==> config.mk <==
export PLATFORM = sky130hd
export DESIGN_NAME = pcicfg_port
export DESIGN_NICKNAME = d
export VERILOG_FILES = /design/src/rtl/pcicfg_pkg.sv /design/src/rtl/pcicfg_lane_merge.sv /design/src/rtl/pcicfg_target_decode.sv /design/src/rtl/pcicfg_read_align.sv /design/src/rtl/pcicfg_port.sv
export SDC_FILE = /design/constraint.sdc
export NUM_CORES = 1
export LEC_CHECK = 0
export BUFFER_PORTS_ARGS = -buffer_cell sky130_fd_sc_hd__buf_2
export CORE_UTILIZATION = 30
export CTS_CLUSTER_DIAMETER = 150
export CTS_CLUSTER_SIZE = 28
export DETAILED_ROUTE_END_ITERATION = 16
export PLACE_DENSITY = 0.54
export SETUP_SLACK_MARGIN = 0.15
export SYNTH_ARGS = -nofsm -noshare
export SYNTH_HDL_FRONTEND = slang
export SYNTH_SLANG_ARGS = --single-unit
export TNS_END_PERCENT = 10
==> constraint.sdc <==
create_clock -name clk -period 5 [get_ports clk]
set_input_delay 0.5 -clock clk [delete_from_list [all_inputs] [get_ports clk]]
set_output_delay 0.5 -clock clk [all_outputs]
set_load 0.005 [all_outputs]
==> src/rtl/pcicfg_pkg.sv <==
package pcicfg_pkg;
    localparam int DW      = 32;
    localparam int NB      = DW / 8;
    localparam int SW      = $clog2(NB);
    localparam int LEN_W   = 3;
    localparam int BUS_W   = 8;
    localparam int DEV_W   = 5;
    localparam int FN_W    = 3;
    localparam int REG_W   = 6;
    localparam int REG_LO  = 2;
    localparam int FN_LO   = REG_LO + REG_W;
    localparam int DEV_LO  = FN_LO + FN_W;
    localparam int BUS_LO  = DEV_LO + DEV_W;
    localparam int BUS_HI  = BUS_LO + BUS_W - 1;
    localparam int EN_BIT  = DW - 1;
    localparam int RST_OFFS = 1;
    localparam int RST_BIT  = 2;

    typedef struct packed {
        logic [BUS_W-1:0] bus;
        logic [DEV_W-1:0] dev;
        logic [FN_W-1:0]  fn;
        logic [REG_W-1:0] reg_idx;
    } cfg_target_t;

    typedef struct packed {
        logic [DW-1:0] addr;
        logic          rvalid;
        logic [DW-1:0] rdata;
        logic          rst_pulse;
    } port_state_t;

    function automatic logic span_fits(logic [SW-1:0] start, logic [LEN_W-1:0] len);
        return (len != '0) && ((int'(start) + int'(len)) <= NB);
    endfunction

    function automatic logic [NB-1:0] lane_mask(logic [SW-1:0] start, logic [LEN_W-1:0] len);
        logic [NB-1:0] m;
        for (int i = 0; i < NB; i++) begin
            m[i] = (i >= int'(start)) && (i < int'(start) + int'(len));
        end
        return m;
    endfunction
endpackage

==> src/rtl/pcicfg_lane_merge.sv <==
module pcicfg_lane_merge
    import pcicfg_pkg::*;
(
    input  logic [DW-1:0]    cur,
    input  logic [SW-1:0]    start,
    input  logic [LEN_W-1:0] len,
    input  logic [DW-1:0]    wdata,
    output logic [DW-1:0]    merged,
    output logic             accept
);
    logic [DW-1:0] shifted;
    logic [NB-1:0] mask;

    always_comb begin
        shifted = wdata << {start, 3'b000};
        mask    = lane_mask(start, len);
        accept  = ((len == LEN_W'(1)) || (len == LEN_W'(2)) || (len == LEN_W'(4)))
                  && span_fits(start, len);
    end

    for (genvar b = 0; b < NB; b++) begin : g_lane
        assign merged[8*b +: 8] = (accept && mask[b]) ? shifted[8*b +: 8] : cur[8*b +: 8];
    end
endmodule

==> src/rtl/pcicfg_target_decode.sv <==
module pcicfg_target_decode
    import pcicfg_pkg::*;
(
    input  logic [BUS_HI:REG_LO] sel,
    output cfg_target_t          tgt
);
    always_comb begin
        tgt.bus     = sel[BUS_LO +: BUS_W];
        tgt.dev     = sel[DEV_LO +: DEV_W];
        tgt.fn      = sel[FN_LO  +: FN_W];
        tgt.reg_idx = sel[REG_LO +: REG_W];
    end
endmodule

==> src/rtl/pcicfg_read_align.sv <==
module pcicfg_read_align
    import pcicfg_pkg::*;
(
    input  logic [DW-1:0]    value,
    input  logic [SW-1:0]    start,
    input  logic [LEN_W-1:0] len,
    output logic [DW-1:0]    aligned
);
    logic [DW-1:0] shifted;
    assign shifted = value >> {start, 3'b000};

    for (genvar b = 0; b < NB; b++) begin : g_lane
        assign aligned[8*b +: 8] = (b < int'(len)) ? shifted[8*b +: 8] : 8'h00;
    end
endmodule

==> src/rtl/pcicfg_port.sv <==
module pcicfg_port
    import pcicfg_pkg::*;
#(
    parameter int OFFS_W = 4
) (
    input  logic              clk,
    input  logic              rst_n,
    input  logic              port_disable,
    input  logic              acc_valid,
    input  logic              acc_write,
    input  logic [OFFS_W-1:0] acc_offset,
    input  logic [LEN_W-1:0]  acc_len,
    input  logic [DW-1:0]     acc_wdata,
    output logic              acc_rvalid,
    output logic [DW-1:0]     acc_rdata,
    output logic              cfg_req_valid,
    output logic              cfg_req_write,
    output logic [BUS_W-1:0]  cfg_req_bus,
    output logic [DEV_W-1:0]  cfg_req_dev,
    output logic [FN_W-1:0]   cfg_req_func,
    output logic [REG_W-1:0]  cfg_req_reg,
    output logic [NB-1:0]     cfg_req_be,
    output logic [DW-1:0]     cfg_req_wdata,
    input  logic [DW-1:0]     cfg_rsp_rdata,
    output logic              plat_reset_req
);
    localparam int WIN_END = 2 * NB;

    port_state_t st_d, st_q;

    logic [SW-1:0] lane_start;
    logic          in_addr, in_win, fits_dw, merge_ok, rst_cmd, win_en;
    logic [DW-1:0] merged, align_src, aligned;
    cfg_target_t   tgt;

    assign lane_start = acc_offset[SW-1:0];
    assign win_en     = st_q.addr[EN_BIT];

    always_comb begin
        in_addr = int'(acc_offset) < NB;
        in_win  = !in_addr && (int'(acc_offset) < WIN_END);
        fits_dw = span_fits(lane_start, acc_len);
        rst_cmd = acc_valid && acc_write
                  && (acc_offset == OFFS_W'(RST_OFFS))
                  && (acc_len == LEN_W'(1))
                  && acc_wdata[RST_BIT];
    end

    pcicfg_lane_merge u_merge (
        .cur    (st_q.addr),
        .start  (lane_start),
        .len    (acc_len),
        .wdata  (acc_wdata),
        .merged (merged),
        .accept (merge_ok)
    );

    pcicfg_target_decode u_decode (
        .sel (st_q.addr[BUS_HI:REG_LO]),
        .tgt (tgt)
    );

    assign align_src = in_addr ? st_q.addr : cfg_rsp_rdata;

    pcicfg_read_align u_align (
        .value   (align_src),
        .start   (lane_start),
        .len     (acc_len),
        .aligned (aligned)
    );

    // Downstream request, same cycle as the access
    always_comb begin
        cfg_req_valid = acc_valid && in_win && win_en && fits_dw
                        && (acc_write || !port_disable);
        cfg_req_write = acc_write;
        cfg_req_bus   = tgt.bus;
        cfg_req_dev   = tgt.dev;
        cfg_req_func  = tgt.fn;
        cfg_req_reg   = tgt.reg_idx;
        cfg_req_be    = lane_mask(lane_start, acc_len);
        cfg_req_wdata = acc_wdata << {lane_start, 3'b000};
    end

    // Next-state computation
    always_comb begin
        st_d           = st_q;
        st_d.rvalid    = 1'b0;
        st_d.rst_pulse = rst_cmd;
        if (acc_valid && acc_write && in_addr && !rst_cmd && merge_ok) begin
            st_d.addr = merged;
        end
        if (acc_valid && !acc_write) begin
            st_d.rvalid = 1'b1;
            if (port_disable || !fits_dw) begin
                st_d.rdata = '1;
            end else if (in_addr) begin
                st_d.rdata = aligned;
            end else if (in_win && win_en) begin
                st_d.rdata = aligned;
            end else begin
                st_d.rdata = '1;
            end
        end
    end

    always_ff @(posedge clk) begin
        if (!rst_n) begin
            st_q <= '0;
        end else begin
            st_q <= st_d;
        end
    end

    assign acc_rvalid     = st_q.rvalid;
    assign acc_rdata      = st_q.rdata;
    assign plat_reset_req = st_q.rst_pulse;

    // Read response timing
    p_rvalid_next_r11: assert property (@(posedge clk) disable iff (!rst_n)
        (acc_valid && !acc_write) |=> acc_rvalid);
    p_rvalid_cause_r11: assert property (@(posedge clk) disable iff (!rst_n)
        acc_rvalid |-> $past(acc_valid && !acc_write));

    // Reset command decode
    p_pulse_cause_r9: assert property (@(posedge clk) disable iff (!rst_n)
        plat_reset_req |-> $past(acc_valid && acc_write && (acc_len == LEN_W'(1))
                                 && (acc_offset == OFFS_W'(RST_OFFS))));
    p_pulse_keeps_addr_r9: assert property (@(posedge clk) disable iff (!rst_n)
        plat_reset_req |-> (st_q.addr == $past(st_q.addr)));

    // Selection register only moves on writes
    p_addr_hold_r2: assert property (@(posedge clk) disable iff (!rst_n)
        !$past(acc_valid && acc_write) |-> (st_q.addr == $past(st_q.addr)));

    // Downstream gating
    p_req_needs_en_r5: assert property (@(posedge clk) disable iff (!rst_n)
        cfg_req_valid |-> st_q.addr[EN_BIT]);
    p_be_nonzero_r7: assert property (@(posedge clk) disable iff (!rst_n)
        cfg_req_valid |-> (cfg_req_be != '0));
    p_strap_no_read_r10: assert property (@(posedge clk) disable iff (!rst_n)
        (port_disable && cfg_req_valid) |-> cfg_req_write);
    p_strap_ones_r10: assert property (@(posedge clk) disable iff (!rst_n)
        (acc_rvalid && $past(port_disable)) |-> (acc_rdata == '1));
endmodule

==> Word-level counts from Yosys, hierarchy flattened <==
Cells that the tools add are included.
{ "totals": {"latch_bits": 0, "mem_bits_rw": 0, "out_inout_bits": 94, "register_bits": 66, "mem_bits_ro": 0, "memories": 0, "elab_cells": 74} }
{ "op_classes": {"reduce_logical": 37, "mul": 0, "magnitude_cmp": 14, "bitwise_logic": 0, "shift": 2, "div_mod_pow": 0, "n_eq_ne": 4, "n_mux": 9, "n_addsub": 1} }
{ "ops": {"columns": ["cell", "count"], "rows": [
  ["32-bit 2-to-1 mux", 4],
  ["3-bit by 32-bit < comparator with 1-bit output, first input constant", 2],
  ["33-bit 2-to-1 mux", 1],
  ["32-bit by 4-bit <= comparator with 1-bit output, second input constant", 1],
  ["1-bit by 32-bit < comparator with 1-bit output, first input constant", 1],
  ["2-bit by 32-bit < comparator with 1-bit output, first input constant", 1],
  ["8-bit 2-to-1 mux", 4],
  ["32-bit by 5-bit left shift with 32-bit output", 1],
  ["32-bit by 5-bit >> shifter with 32-bit output", 1],
  ["1-bit logical AND", 23],
  ["2-bit AND reduction", 4],
  ["1-bit by 3-bit < comparator with 1-bit output, first input constant", 2],
  ["2-bit by 3-bit < comparator with 1-bit output, first input constant", 2],
  ["1-bit logical NOT", 5],
  ["2-bit by 3-bit adder with 4-bit output", 1],
  ["4-bit by 1-bit == test with 1-bit output, second input constant", 1],
  ["1-bit by 2-bit greater-or-equal comparator with 1-bit output, first input constant", 2],
  ["1-bit logical OR", 4],
  ["4-bit by 3-bit < comparator with 1-bit output, second input constant", 1],
  ["4-bit < comparator, second input constant", 1],
  ["3-bit by 1-bit == test with 1-bit output, second input constant", 1],
  ["3-bit by 2-bit == test with 1-bit output, second input constant", 1],
  ["3-bit == test, second input constant", 1],
  ["3-bit nonzero test", 1],
  ["2-bit greater-or-equal comparator, first input constant", 1]
]} }

==> Logic depth before layout (Yosys ltp) <==
{ "depth": {"depth_word": 8, "depth_mapped": 10, "depth_no_buf": 9} }

==> Cells and area by module <==
A second synthesis with hierarchy kept.
{ "unflattened": {"cells_unflattened": 656, "hier_area_um2": 5582.9} }
{ "by_module_without_submodules": {"columns": ["mod", "area_per_inst_um2", "cells_each", "n_inst"], "rows": [
  ["pcicfg_port", 3724.8, 404, 1],
  ["pcicfg_lane_merge", 1038.5, 136, 1],
  ["pcicfg_read_align", 654.4, 94, 1],
  ["pcicfg_target_decode", 165.2, 22, 1]
]} }

==> Worst setup path before layout <==
No wires, ideal clock.
{ "synth_timing": {"path_kind": "input-to-output", "from": "in acc_offset[1]", "to": "out cfg_req_valid", "arrival_ns": 1.943, "slack_ns": 2.557, "required_ns": 4.500, "path_stages": 6, "cell_sequence": "buf_2 inv_2 fa_1 nand2b_1 a31o_2 nor4_1"} }
{ "synth_via": {"elab_chain_len": 7, "word_cells_on_any_way": 11} }
{ "synth_rtl": {"columns": ["item", "line", "text"], "rows": [
  ["start, declared", "pcicfg_port.sv:11", "input logic [OFFS_W-1:0] acc_offset,"],
  ["parallel branches: the longest is 5 deep, another holds 32-bit by 4-bit <= comparator with 1-bit output", null, null],
  ["1-bit logical AND (*)", "pcicfg_port.sv:74", "cfg_req_valid = acc_valid && in_win && win_en && fits_dw"],
  ["1-bit logical AND (*)", "pcicfg_port.sv:75", "&& (acc_write || !port_disable);"],
  ["end, declared", "pcicfg_port.sv:16", "output logic cfg_req_valid,"]
]} }
Mark *: on every way between the ends.

==> Worst setup path in the final report <==
Same ends and word-level chain as after synthesis.

==> flow_summary_export.csv <==
group,metric,value,unit
placement,place_ws,1.556,ns
detailed_routing,drc,0,
logic_synthesis,synth-seq-cells,66,
detailed_routing,postRouteAntennaNets,0,
floorplan,start_util,31.12,%
cells_and_area,post-route-util,36.87,%
detailed_routing,wl_met2,6718,µm
detailed_routing,dr_wl_met3,1043,µm
worst_setup_path,cpPeakStageDelay,0.68,ns
timing,finalSetupTns,0,ns
timing,max_slew.worst_pin.slew,1.226,ns
cells_and_area,drive_above_1_share,33.23,%
timing,finalHoldViolCount,0,
placement,gp_congestion,0.9125,
clocking,clk_root_buffer_cell,"clkbuf_16",
global_routing,grtUsageTotal,20.40,%
cells_and_area,n_antenna_cell,0,
cells_and_area,fin_cells,803,
timing,fin_crit_sh,67.30,%
worst_setup_path,crit_chain,"buf_2 > inv_2 > fa_1 > nand2b_1 > a31o_2 > nor4_1 > buf_2",
worst_setup_path,crit_type,"in2out",
pwr,p_seq_share,36.4,%
detailed_routing,wl_per_cell,18.77,µm
global_routing,antenna_found_initial,0,
floorplan,rows,43,
cells_and_area,seqCellArea,1321,µm²
detailed_routing,dr.max_layer_used,"met4",
timing,slew_violations,0,
worst_setup_path,worstPathRequired,4.50,ns
pwr,vdd_drop_max,0.1719,mV
clocking,cts_buffers,9,
clocking,clock_latency,0.33,ns
placement,hpwl,11720,µm
cells_and_area,mostFrequentLayoutCell,"buf_2",
logic_synthesis,syn_inst,527,
worst_setup_path,crit_fanout,49,
worst_setup_path,slowest_stage,"fa_1",
clocking,cts_tree,"built",
global_routing,grt_pass1_vias,4081,
floorplan,ios,170,
worst_hold_path,hold_class,"in2reg",
timing,fin_crit,3.365,ns
worst_setup_path,start_kind,"primary input",
run,max_cap_violations,0,
pwr,combPwrFrac,18.6,%
floorplan,fp.dieArea,15110,µm²
placement,dpl.cell_count,787,
timing,rsz0062_at_grt,"no",
detailed_routing,drt_wl_total,15070,µm
cells_and_area,layout_common_cells,"buf_2, nand2_1, mux2i_1",
detailed_routing,wl_met1,6841,µm
logic_synthesis,avgSynthCellArea,8.324,µm²
global_routing,grt_max_degree,83,
detailed_routing,dr.pass1.iters,5,
placement,io_buffers,169,
clocking,cts-resized-gates,0,
logic_synthesis,synth-async-reset-ratio,0,%
pwr,p_leak,2.713,nW
logic_synthesis,synth.distinct_cells,51,
logic_synthesis,synth-edff-count,0,
worst_setup_path,endpoint_kind,"output port",
clocking,postCtsSetupRepairBufs,0,
logic_synthesis,ys.flop_type,"dfxtp_1",
cells_and_area,nFillCells,1499,
global_routing,grt_pass1_wl,23070,µm
logic_synthesis,yosysWarnings,0,
pwr,p_per_area,294.1,nW/µm²
pwr,power_frac_clock,45.0,%
clocking,cts_buffer_depth,2,
timing,slew_headroom,17.92,%
logic_synthesis,syn_nets,606,
timing,setup_slack,1.635,ns
clocking,htreeDepth,3,
floorplan,die_height,122.9,µm
clocking,cts_hold_buf,0,
logic_synthesis,synth_seq_area_share,30.12,%
floorplan,fp.dieW,122.9,µm
worst_setup_path,worst_path_most_repeated_cell,"buf_2",
status,status,"finished clean",
cells_and_area,syn_to_final_growth,18.48,%
worst_setup_path,cp_num_buf_inv,3,
detailed_routing,vias,4157,
cells_and_area,multiInputGateArea,2421,µm²
worst_setup_path,critPathArrivalTime,2.87,ns
timing,final-setup-viol-count,0,
clocking,clkTransAtPathRegs,0.06,ns
pwr,intPower,1.111,mW
cells_and_area,final_nets,697,
global_routing,overflow,0,
pwr,swShare,27.34,%
worst_setup_path,cpLargestDelayFamily,"buffers and inverters",
logic_synthesis,syn_area,4387,µm²
timing,skew,0.005962,ns
detailed_routing,first_iter_violations,199,
floorplan,coreArea,14100,µm²
timing,fmaxAchievable,297.2,MHz
detailed_routing,vias_per_cell,5.177,
pwr,p_switching,417.9,µW
clocking,clock-sinks,66,
metrics by stage:
step	area, µm²	hold slack, ns	total power [mW]
4_1_cts	5197	0.4450	1.535
2_1_floorplan	4387	0.4350	0.7500
3_3_place_gp	4870	0.4639	0.8457
3_5_place_dp	4870	0.4718	0.8483
6_report	5197	0.4510	1.528
5_1_grt	5197	0.4580	1.594
state kept, by name (all words and copies together), names as in the netlist:
signal,count
acc_rvalid,1
acc_rdata,32
st_q,32
plat_reset_req,1
synthesized netlist by cell type (all sizes together) (2+ instances only):
| master | instances | area (µm²) |
|---|---|---|
| o211a | 16 | 160.2 |
| nor2b | 19 | 118.9 |
| clkbuf | 18 | 67.56 |
| inv | 5 | 18.76 |
| dfxtp | 66 | 1321 |
| nand2 | 81 | 311.6 |
| a31oi | 8 | 56.30 |
| nand3 | 8 | 40.04 |
| buf | 76 | 560.5 |
| and2 | 12 | 77.58 |
| a22oi | 2 | 20.02 |
| nor3 | 3 | 42.54 |
| mux2i | 72 | 720.7 |
| nand2b | 5 | 31.28 |
| a211oi | 8 | 60.06 |
| o21ai | 49 | 249.0 |
| o211ai | 7 | 52.55 |
| a221oi | 7 | 61.31 |
| and3 | 2 | 12.51 |
| a21oi | 33 | 168.9 |
| ha | 2 | 25.02 |
| nor2 | 13 | 51.30 |
layout make-up:
cell class	instances	share of cell area, %
clock buffers	10	4.598
clock inverters	6	1.709
inverters	5	0.3611
multi-input cells	362	46.58
flip-flops and latches	66	25.42
well taps	180	4.333
repair buffers	174	17.00
power by group through the flow:
stage,Sequential [mW],Clock [mW],Combinational (mW)
global route,0.559,0.724,0.311
finish,0.557,0.687,0.284
global placement,0.568,0,0.278
CTS,0.557,0.696,0.282
floorplan,0.564,0,0.186
detailed placement,0.568,0,0.280
worst min-delay path, delay by kind of cell:
family | cells | cell delay, ns
buffers and inverters | 1 | 0.12
and+or+nand+nor | 1 | 0.05
muxes | 1 | 0.06
cell families after synthesis:
| logic type | count (synthesis) | share of synthesized area [%] |
|---|---|---|
| flip-flops | 66 | 30.12 |
| multiplexers | 73 | 16.94 |
| adder cells (fa/ha/maj) | 4 | 1.283 |
| AO/OA/AOI/OAI | 136 | 20.08 |
| AND/OR/NAND/NOR | 149 | 16.83 |
| buffers and inverters | 99 | 14.75 |
metal layers:
layer  global-route usage (%)  up-vias
li1                         -     1988
met1                    26.78     1948
met3                    4.290       30
met4                    9.223        0
met5                        0        -
met2                    31.99      191
final timing paths:
check                 from             to  slack, ns  cells after the start
max reg2reg       st_q[65]  acc_rdata[15]       3.34                      6
max          acc_offset[1]  cfg_req_valid       1.63                      7
min           acc_wdata[7]       st_q[41]       0.45                      3
min reg2reg       st_q[35]       st_q[35]       0.49                      2
No activity file was read; power rests on OpenSTA's default activity.
